**config.mk**
```make
export PLATFORM = sky130hd
export DESIGN_NAME = pwm_shared_ctr
export DESIGN_NICKNAME = d
export VERILOG_FILES = /design/src/rtl/pwm_pkg.sv /design/src/rtl/pwm_tick_gen.sv /design/src/rtl/pwm_counter.sv /design/src/rtl/pwm_channel.sv /design/src/rtl/pwm_cfg.sv /design/src/rtl/pwm_shared_ctr.sv
export SDC_FILE = /design/constraint.sdc
export NUM_CORES = 2
export LEC_CHECK = 0
export BUFFER_PORTS_ARGS = -buffer_cell sky130_fd_sc_hd__buf_2
export CORE_UTILIZATION = 35
export DETAILED_ROUTE_END_ITERATION = 12
export GPL_TIMING_DRIVEN = 0
export PLACE_DENSITY = 0.58
export SLEW_MARGIN = 10
export SYNTH_ARGS = -nofsm -noshare
export SYNTH_HDL_FRONTEND = slang
export SYNTH_HIERARCHICAL = 1
export SYNTH_SLANG_ARGS = --single-unit
```
**constraint.sdc**
```tcl
create_clock -name clk -period 5.7 [get_ports clk]
set_input_delay 1.14 -clock clk [delete_from_list [all_inputs] [get_ports clk]]
set_output_delay 1.14 -clock clk [all_outputs]
set_load 0.01 [all_outputs]
```
**src/rtl/pwm_pkg.sv**
```systemverilog
package pwm_pkg;
    localparam int ADDR_W = 6;
    localparam int IDX_W  = 4;

    localparam logic [ADDR_W-1:0] A_CTRL = 6'h00;
    localparam logic [ADDR_W-1:0] A_DIV  = 6'h01;
    localparam logic [ADDR_W-1:0] A_PRE  = 6'h02;
    localparam logic [ADDR_W-1:0] A_TOP  = 6'h03;

    localparam logic [1:0] SEL_CMP  = 2'b01;
    localparam logic [1:0] SEL_ATTR = 2'b10;

    typedef enum logic [1:0] {
        CS_HALT = 2'd0,
        CS_UP   = 2'd1,
        CS_DOWN = 2'd2
    } cnt_state_e;
endpackage

```
**src/rtl/pwm_tick_gen.sv**
```systemverilog
module pwm_tick_gen #(
    parameter int DW = 8
) (
    input  logic          clk,
    input  logic          rst_n,
    input  logic          clr_i,
    input  logic          run_i,
    input  logic [DW-1:0] div_i,
    input  logic [DW-1:0] pre_i,
    output logic          tick_o
);
    logic [DW-1:0] div_cnt_q;
    logic [DW-1:0] pre_cnt_q;
    logic          div_hit;
    logic          pre_hit;

    assign div_hit = (div_cnt_q == div_i);
    assign pre_hit = (pre_cnt_q == pre_i);
    assign tick_o  = run_i && !clr_i && div_hit && pre_hit;

    always_ff @(posedge clk or negedge rst_n) begin
        if (!rst_n) begin
            div_cnt_q <= '0;
            pre_cnt_q <= '0;
        end else if (clr_i || !run_i) begin
            div_cnt_q <= '0;
            pre_cnt_q <= '0;
        end else if (div_hit) begin
            div_cnt_q <= '0;
            pre_cnt_q <= pre_hit ? '0 : pre_cnt_q + 1'b1;
        end else begin
            div_cnt_q <= div_cnt_q + 1'b1;
        end
    end

    AST_TICK_SPACED: assert property (@(posedge clk) disable iff (!rst_n)
        (tick_o && (div_i != '0 || pre_i != '0) && $stable(div_i) && $stable(pre_i)) |=> !tick_o)
        else $error("tick repeated with a divide ratio above one");
endmodule

```
**src/rtl/pwm_counter.sv**
```systemverilog
module pwm_counter
    import pwm_pkg::*;
#(
    parameter int CW = 32
) (
    input  logic          clk,
    input  logic          rst_n,
    input  logic          clr_i,
    input  logic          en_i,
    input  logic          center_i,
    input  logic          tick_i,
    input  logic [CW-1:0] top_i,
    output logic [CW-1:0] cnt_o,
    output cnt_state_e    state_o
);
    cnt_state_e    state_q, state_d;
    logic [CW-1:0] cnt_q, cnt_d;

    // state register
    always_ff @(posedge clk or negedge rst_n) begin
        if (!rst_n) begin
            state_q <= CS_HALT;
            cnt_q   <= '0;
        end else begin
            state_q <= state_d;
            cnt_q   <= cnt_d;
        end
    end

    // transitions and count update
    always_comb begin
        state_d = state_q;
        cnt_d   = cnt_q;
        if (clr_i) begin
            state_d = CS_HALT;          // CLEAR
            cnt_d   = '0;
        end else begin
            unique case (state_q)
                CS_HALT: begin
                    if (en_i) state_d = CS_UP;   // START
                end
                CS_UP: begin
                    if (!en_i) begin
                        state_d = CS_HALT;
                        cnt_d   = '0;
                    end else if (tick_i) begin
                        if (cnt_q >= top_i) begin
                            if (center_i && top_i != '0) begin
                                cnt_d   = top_i - 1'b1;        // TURN
                                state_d = (top_i > 1) ? CS_DOWN : CS_UP;
                            end else begin
                                cnt_d = '0;                    // WRAP
                            end
                        end else begin
                            cnt_d = cnt_q + 1'b1;
                        end
                    end
                end
                CS_DOWN: begin
                    if (!en_i) begin
                        state_d = CS_HALT;
                        cnt_d   = '0;
                    end else if (tick_i) begin
                        cnt_d = cnt_q - 1'b1;
                        if (cnt_q <= 1) state_d = CS_UP;       // RETURN
                    end
                end
                default: begin
                    state_d = CS_HALT;
                    cnt_d   = '0;
                end
            endcase
        end
    end

    assign cnt_o   = cnt_q;
    assign state_o = state_q;

    AST_CNT_FROZEN: assert property (@(posedge clk) disable iff (!rst_n)
        (!tick_i && !clr_i && en_i) |=> $stable(cnt_q))
        else $error("count moved without a tick");
    AST_CLEAR_HALTS: assert property (@(posedge clk) disable iff (!rst_n)
        clr_i |=> (cnt_q == '0 && state_q == CS_HALT))
        else $error("write did not clear and halt the counter");
    AST_EDGE_WRAP: assert property (@(posedge clk) disable iff (!rst_n)
        (state_q == CS_UP && tick_i && en_i && !clr_i && !center_i && cnt_q == top_i) |=> cnt_q == '0)
        else $error("edge mode did not wrap at top");
    AST_WITHIN_TOP: assert property (@(posedge clk) disable iff (!rst_n)
        cnt_q <= top_i)
        else $error("count above top");
    AST_CENTER_TURN: assert property (@(posedge clk) disable iff (!rst_n)
        (state_q == CS_UP && tick_i && en_i && !clr_i && center_i && top_i > 1 && cnt_q == top_i)
        |=> (state_q == CS_DOWN && cnt_q == $past(top_i) - 1'b1))
        else $error("center mode did not turn at top");
endmodule

```
**src/rtl/pwm_channel.sv**
```systemverilog
module pwm_channel #(
    parameter int CW = 32
) (
    input  logic          clk,
    input  logic          rst_n,
    input  logic [CW-1:0] cnt_i,
    input  logic [CW-1:0] top_i,
    input  logic [CW-1:0] cmp_i,
    input  logic          active_i,
    input  logic          inv_i,
    output logic          pwm_o
);
    logic level;
    logic out_q;

    // high from the zero point until the compare match; reversed order on the
    // way down yields the same level, so the pulse is centred in that mode
    always_comb begin
        if (cmp_i == '0)        level = 1'b0;
        else if (cmp_i >= top_i) level = 1'b1;
        else                    level = (cnt_i < cmp_i);
    end

    always_ff @(posedge clk or negedge rst_n) begin
        if (!rst_n) out_q <= 1'b0;
        else        out_q <= active_i & (level ^ inv_i);
    end

    assign pwm_o = out_q;

    AST_INACTIVE_LOW: assert property (@(posedge clk) disable iff (!rst_n)
        !active_i |=> !pwm_o)
        else $error("inactive channel driven high");
    AST_ZERO_CMP_LOW: assert property (@(posedge clk) disable iff (!rst_n)
        (active_i && !inv_i && cmp_i == '0) |=> !pwm_o)
        else $error("compare of zero gave a high output");
    AST_FULL_CMP_HIGH: assert property (@(posedge clk) disable iff (!rst_n)
        (active_i && !inv_i && cmp_i != '0 && cmp_i == top_i) |=> pwm_o)
        else $error("compare at top gave a low output");
endmodule

```
**src/rtl/pwm_cfg.sv**
```systemverilog
module pwm_cfg
    import pwm_pkg::*;
#(
    parameter int NCH = 10,
    parameter int CW  = 32,
    parameter int DW  = 8
) (
    input  logic                     clk,
    input  logic                     rst_n,
    input  logic                     wr_en_i,
    input  logic [ADDR_W-1:0]        wr_addr_i,
    input  logic [CW-1:0]            wr_data_i,
    output logic                     clr_o,
    output logic                     en_o,
    output logic                     center_o,
    output logic [DW-1:0]            div_o,
    output logic [DW-1:0]            pre_o,
    output logic [CW-1:0]            top_o,
    output logic [NCH-1:0][CW-1:0]   cmp_o,
    output logic [NCH-1:0]           active_o,
    output logic [NCH-1:0]           inv_o,
    output logic                     err_range_o,
    output logic                     err_lock_o
);
    logic [IDX_W-1:0]        idx;
    logic [1:0]              sel;
    logic                    ch_ok;
    logic                    locked;
    logic                    is_top_wr;
    logic                    is_cmp_wr;
    logic                    cmp_bad;

    logic                    en_q, center_q;
    logic [DW-1:0]           div_q, pre_q;
    logic [CW-1:0]           top_q;
    logic [NCH-1:0][CW-1:0]  cmp_q;
    logic [NCH-1:0]          active_q, inv_q;
    logic                    err_range_q, err_lock_q;

    assign idx       = wr_addr_i[IDX_W-1:0];
    assign sel       = wr_addr_i[ADDR_W-1:IDX_W];
    assign ch_ok     = (32'(idx) < NCH);
    assign locked    = |active_q;
    assign is_top_wr = wr_en_i && (wr_addr_i == A_TOP);
    assign is_cmp_wr = wr_en_i && (sel == SEL_CMP) && ch_ok;
    assign cmp_bad   = (wr_data_i > top_q);

    always_ff @(posedge clk or negedge rst_n) begin
        if (!rst_n) begin
            en_q        <= 1'b0;
            center_q    <= 1'b0;
            div_q       <= '0;
            pre_q       <= '0;
            top_q       <= '0;
            cmp_q       <= '0;
            active_q    <= '0;
            inv_q       <= '0;
            err_range_q <= 1'b0;
            err_lock_q  <= 1'b0;
        end else begin
            err_range_q <= 1'b0;
            err_lock_q  <= 1'b0;
            if (wr_en_i) begin
                if (wr_addr_i == A_CTRL) begin
                    en_q     <= wr_data_i[0];
                    center_q <= wr_data_i[1];
                end else if (wr_addr_i == A_DIV) begin
                    div_q <= wr_data_i[DW-1:0];
                end else if (wr_addr_i == A_PRE) begin
                    pre_q <= wr_data_i[DW-1:0];
                end else if (wr_addr_i == A_TOP) begin
                    if (locked) err_lock_q <= 1'b1;
                    else        top_q      <= wr_data_i;
                end else if (sel == SEL_CMP && ch_ok) begin
                    if (cmp_bad) err_range_q <= 1'b1;
                    else         cmp_q[idx]  <= wr_data_i;
                end else if (sel == SEL_ATTR && ch_ok) begin
                    active_q[idx] <= wr_data_i[0];
                    inv_q[idx]    <= wr_data_i[1];
                end
            end
        end
    end

    assign clr_o       = wr_en_i;
    assign en_o        = en_q;
    assign center_o    = center_q;
    assign div_o       = div_q;
    assign pre_o       = pre_q;
    assign top_o       = top_q;
    assign cmp_o       = cmp_q;
    assign active_o    = active_q;
    assign inv_o       = inv_q;
    assign err_range_o = err_range_q;
    assign err_lock_o  = err_lock_q;

    AST_RANGE_REJECT: assert property (@(posedge clk) disable iff (!rst_n)
        (is_cmp_wr && cmp_bad) |=> (err_range_o && $stable(cmp_q)))
        else $error("out-of-range compare accepted");
    AST_TOP_LOCKED: assert property (@(posedge clk) disable iff (!rst_n)
        (is_top_wr && locked) |=> (err_lock_o && $stable(top_q)))
        else $error("top changed while locked");
    AST_TOP_FREE: assert property (@(posedge clk) disable iff (!rst_n)
        (is_top_wr && !locked) |=> (!err_lock_o && top_q == $past(wr_data_i)))
        else $error("unlocked top write not taken");
endmodule

```
**src/rtl/pwm_shared_ctr.sv**
```systemverilog
module pwm_shared_ctr
    import pwm_pkg::*;
#(
    parameter int NCH = 10,
    parameter int CW  = 32,
    parameter int DW  = 8
) (
    input  logic              clk,
    input  logic              rst_n,
    input  logic              wr_en_i,
    input  logic [5:0]        wr_addr_i,
    input  logic [CW-1:0]     wr_data_i,
    output logic [CW-1:0]     count_o,
    output logic [NCH-1:0]    pwm_o,
    output logic              err_range_o,
    output logic              err_lock_o
);
    logic                    clr, en, center, tick, run;
    logic [DW-1:0]           div_v, pre_v;
    logic [CW-1:0]           top_v, cnt;
    logic [NCH-1:0][CW-1:0]  cmp_v;
    logic [NCH-1:0]          active_v, inv_v;
    cnt_state_e              state;

    pwm_cfg #(.NCH(NCH), .CW(CW), .DW(DW)) u_cfg (
        .clk(clk), .rst_n(rst_n),
        .wr_en_i(wr_en_i), .wr_addr_i(wr_addr_i), .wr_data_i(wr_data_i),
        .clr_o(clr), .en_o(en), .center_o(center),
        .div_o(div_v), .pre_o(pre_v), .top_o(top_v), .cmp_o(cmp_v),
        .active_o(active_v), .inv_o(inv_v),
        .err_range_o(err_range_o), .err_lock_o(err_lock_o)
    );

    assign run = (state != CS_HALT);

    pwm_tick_gen #(.DW(DW)) u_tick (
        .clk(clk), .rst_n(rst_n), .clr_i(clr), .run_i(run),
        .div_i(div_v), .pre_i(pre_v), .tick_o(tick)
    );

    pwm_counter #(.CW(CW)) u_cnt (
        .clk(clk), .rst_n(rst_n), .clr_i(clr), .en_i(en), .center_i(center),
        .tick_i(tick), .top_i(top_v), .cnt_o(cnt), .state_o(state)
    );

    for (genvar g = 0; g < NCH; g++) begin : g_chan
        pwm_channel #(.CW(CW)) u_ch (
            .clk(clk), .rst_n(rst_n), .cnt_i(cnt), .top_i(top_v),
            .cmp_i(cmp_v[g]), .active_i(active_v[g]), .inv_i(inv_v[g]),
            .pwm_o(pwm_o[g])
        );
    end

    assign count_o = cnt;
endmodule

```
==> metrics.txt <==
Sw Ratio 35.9%; Worst slew margin 16.8%; Bufs on Longest Clock Path 3; skew final 0.0227 ns; Die Footprint 112000 um^2; Slew Limit Fails 0; Startpoint Class flip-flop; IO buf count 84; Crit-path slowest cell dfrtp_1; WP buf/inv 3; Required @ worst endpoint 6.22 ns; Via Count 32000; synthesized area per cell 9.19 um^2; most frequent cells in the layout inv_1, ha_1, dfrtp_1; Reg2Reg Capture Point u_cfg/cmp_o[233]$_DFFE_PN0P_; detailed-placement wirelength estimate 99400 um; worst r2r src u_cfg/top_o[30]$_DFFE_PN0P_; worst hold margin 0.347 ns; Worst Setup End Kind flip-flop; total number of yosys warnings 6; Post-Syn Instances 4196; Residual DRC 0; Synth area leaders dfrtp_1, ha_1, mux2_2; number of global-route vias before repair 31500; fin crit share 88.1%; cell internal pwr 6980 uW; H-Tree Level Count 2; CTS hold repair buffers 0; sequential share of the synthesized area 29.3%; Critical Path Max Stage Delay 0.89 ns; Num CTS Buffers 54; clock sink total 452; boundary pin count 85; # Max-Cap Violations 0; R2R depth 11; grt ovf 0; actual slew at the worst max-slew pin 1.24 ns; post-CTS setup buffers 0; core box area 109000 um^2; all-layer global routing usage 21.7%; Antenna Violating Nets Remaining 0; CTS tree yes; Yosys top cell area share 29.3%; sequential power share 38.5%; crit-path cells inv_1 -> ha_1 -> nand4_1 -> nor4_1 -> nand3_1 -> nand2_1 -> a2bb2oi_1 -> buf_2 -> nor4b_4 -> buf_4 -> mux2_1; Final Cell Area 42800 um^2; Starting Density 35.4%; Critical Path Fanout Max 15; RSZ-0062 raised after global routing false; status complete, no violations; Layout Nets 5087; #FFs+latches synth 452; Peak Freq 199 MHz; Clock Power Share 34.5%; Clock Latency Late Sink 0.65 ns; VDD IR max 0.000228 V; first-pass GRT wire length 186000 um; Placed Instance Area 40900 um^2; PD cells 255 nW/um^2; syn_nets 4942; largest net degree at the start of global routing 97; Hold Fails Final Rpt 0; flop2flop setup slack 0.68 ns; Synth Flop Type dfrtp_1; CTS Root Cell clkbuf_16; Period minus WS final 5.02 ns; Finish-stage setup viols 0; initial antenna violation count 9; combinational share of power 27.0%; Area Growth Syn to Fin 11.0%; EDFF count, synth 0; critical path class flip-flop to flip-flop; DRT iter0 DRCs 2120; Pleak 0.0230 uW; TritonRoute pass-1 iters 6; count of cell types in the netlist 86; wire length per cell 21.0 um; Site Rows 121; RePlAce Congestion 0.936; switching pwr 3910 uW; share of synthesized registers carrying an async set or reset 100%; Die H 334 um; Yosys top cell by area dfrtp_1; Reg clk slew, reported paths 0.06 ns; most common cell after layout, fill and taps aside inv_1; Netlist Area Pre-Place 38600 um^2; Top Family by Delay on Critical Path simple AND/OR/NAND/NOR gates; mean number of vias per cell 5.51; Post-CTS Resized 0; min-delay worst type input pin to async pin; Critical Path AT 5.54 ns; Die Wd 334 um; Routed WL 122000 um; layout cell share with drive strength beyond 1 13.6%
-- cells by family after synthesis --
kind of cell | count (synthesis) | synth area share [%]
DFF | 452 | 29.3
and+or+nand+nor | 1015 | 14.4
muxes | 348 | 10.2
AOI/OAI and AO/OA | 771 | 13.1
adders and majority gates | 705 | 22.9
xor gates and xnor gates | 72 | 1.80
buffers and inverters | 833 | 8.39
-- synth_stat cells (all sizes together), types with 6 or more instances --
| cell type | count |
|---|---|
| nor2b | 35 |
| o2111ai | 12 |
| nor4 | 133 |
| xor2 | 15 |
| a21boi | 20 |
| nor3 | 77 |
| nand2b | 28 |
| a21o | 45 |
| a311o | 9 |
| inv | 713 |
| dfrtp | 452 |
| o22ai | 9 |
| ha | 705 |
| or4 | 25 |
| o211a | 10 |
| o21a | 43 |
| o221ai | 7 |
| xnor2 | 57 |
| a31oi | 17 |
| or3 | 14 |
| a2111oi | 23 |
| o311ai | 7 |
| and2 | 20 |
| nand2 | 200 |
| o41ai | 10 |
| mux2 | 347 |
| nand3 | 121 |
| and3 | 18 |
| nor2 | 127 |
| a211o | 12 |
| o211ai | 13 |
| a211oi | 11 |
| o31ai | 6 |
| a21oi | 276 |
| buf | 42 |
| nand4 | 177 |
| clkbuf | 78 |
| a22oi | 14 |
| a221oi | 24 |
| nand4b | 11 |
| and4 | 10 |
| o21ai | 192 |
-- cell type report --
class | count | area [um^2]
Fill cell | 11000 | 66200
Multi-Input combinational cell | 2911 | 24000
Sequential cell | 452 | 11300
Inverter | 713 | 2680
Tap cell | 1414 | 1770
Clock buffer | 78 | 1560
Timing Repair Buffer | 89 | 568
Buffer | 120 | 559
Clock inverter | 23 | 328
Antenna cell | 4 | 10.0
-- flip-flops by register name (all words and copies together) (netlist names), 8 cells and up --
register and cells:
g_chan.u_ch/pwm_o 10, u_cfg/div_o 8, u_tick/div_cnt_q 8, u_cfg/inv_o 10, u_cfg/top_o 32, u_cnt/cnt_o 32, u_cfg/pre_o 8, u_tick/pre_cnt_q 8
u_cfg/cmp_o 320, u_cfg/active_o 10
-- metal layers --
| layer | vias up | track usage (%) | wire length, um |
|---|---|---|---|
| met3 | 220 | 2.40 | 5700 |
| met2 | 771 | 35.5 | 55200 |
| met4 | 8 | 8.21 | 4810 |
| met1 | 15600 | 29.3 | 56300 |
| li1 | 15400 | - | - |
| met5 | - | 0 | 45 |
-- metrics by stage --
stage	utilization (%)	setup slack (ns)	total power, uW	std cells	TNS (ns)
final	39.3	0.679	10900	5804	0
after global routing	39.3	0.474	11600	5801	0
after CTS	39.3	0.682	11000	5800	0
after detailed placement	37.5	0.317	7160	5699	0
after global placement	37.4	-6.37	7050	5694	-2851.55
after floorplan	-	2.13	6030	4196	0
-- worst max-delay path by stage --
stage | startpoint | endpoint | slack, ns | depth (start not counted)
global route | u_cfg/top_o[30]$_DFFE_PN0P_ | u_cfg/cmp_o[231]$_DFFE_PN0P_ | 0.47 | 11
global placement | rst_n | u_cfg/cmp_o[228]$_DFFE_PN0P_ | -6.37 | 1
detailed placement | wr_data_i[0] | u_cfg/cmp_o[248]$_DFFE_PN0P_ | 0.32 | 13
CTS | u_cfg/top_o[30]$_DFFE_PN0P_ | u_cfg/cmp_o[248]$_DFFE_PN0P_ | 0.68 | 11
floorplan | wr_data_i[23] | u_cfg/cmp_o[225]$_DFFE_PN0P_ | 2.13 | 10
finish | u_cfg/top_o[30]$_DFFE_PN0P_ | u_cfg/cmp_o[233]$_DFFE_PN0P_ | 0.68 | 11
-- power groups by stage --
stage	sequential [uW]	clock, uW	combinational, uW
after CTS	4190	3860	2930
after global routing	4260	3970	3330
after detailed placement	4250	0	2920
after global placement	4240	0	2810
after floorplan	3930	0	2100
final	4200	3760	2940
Note: power is estimated with default switching activity, not from simulation.
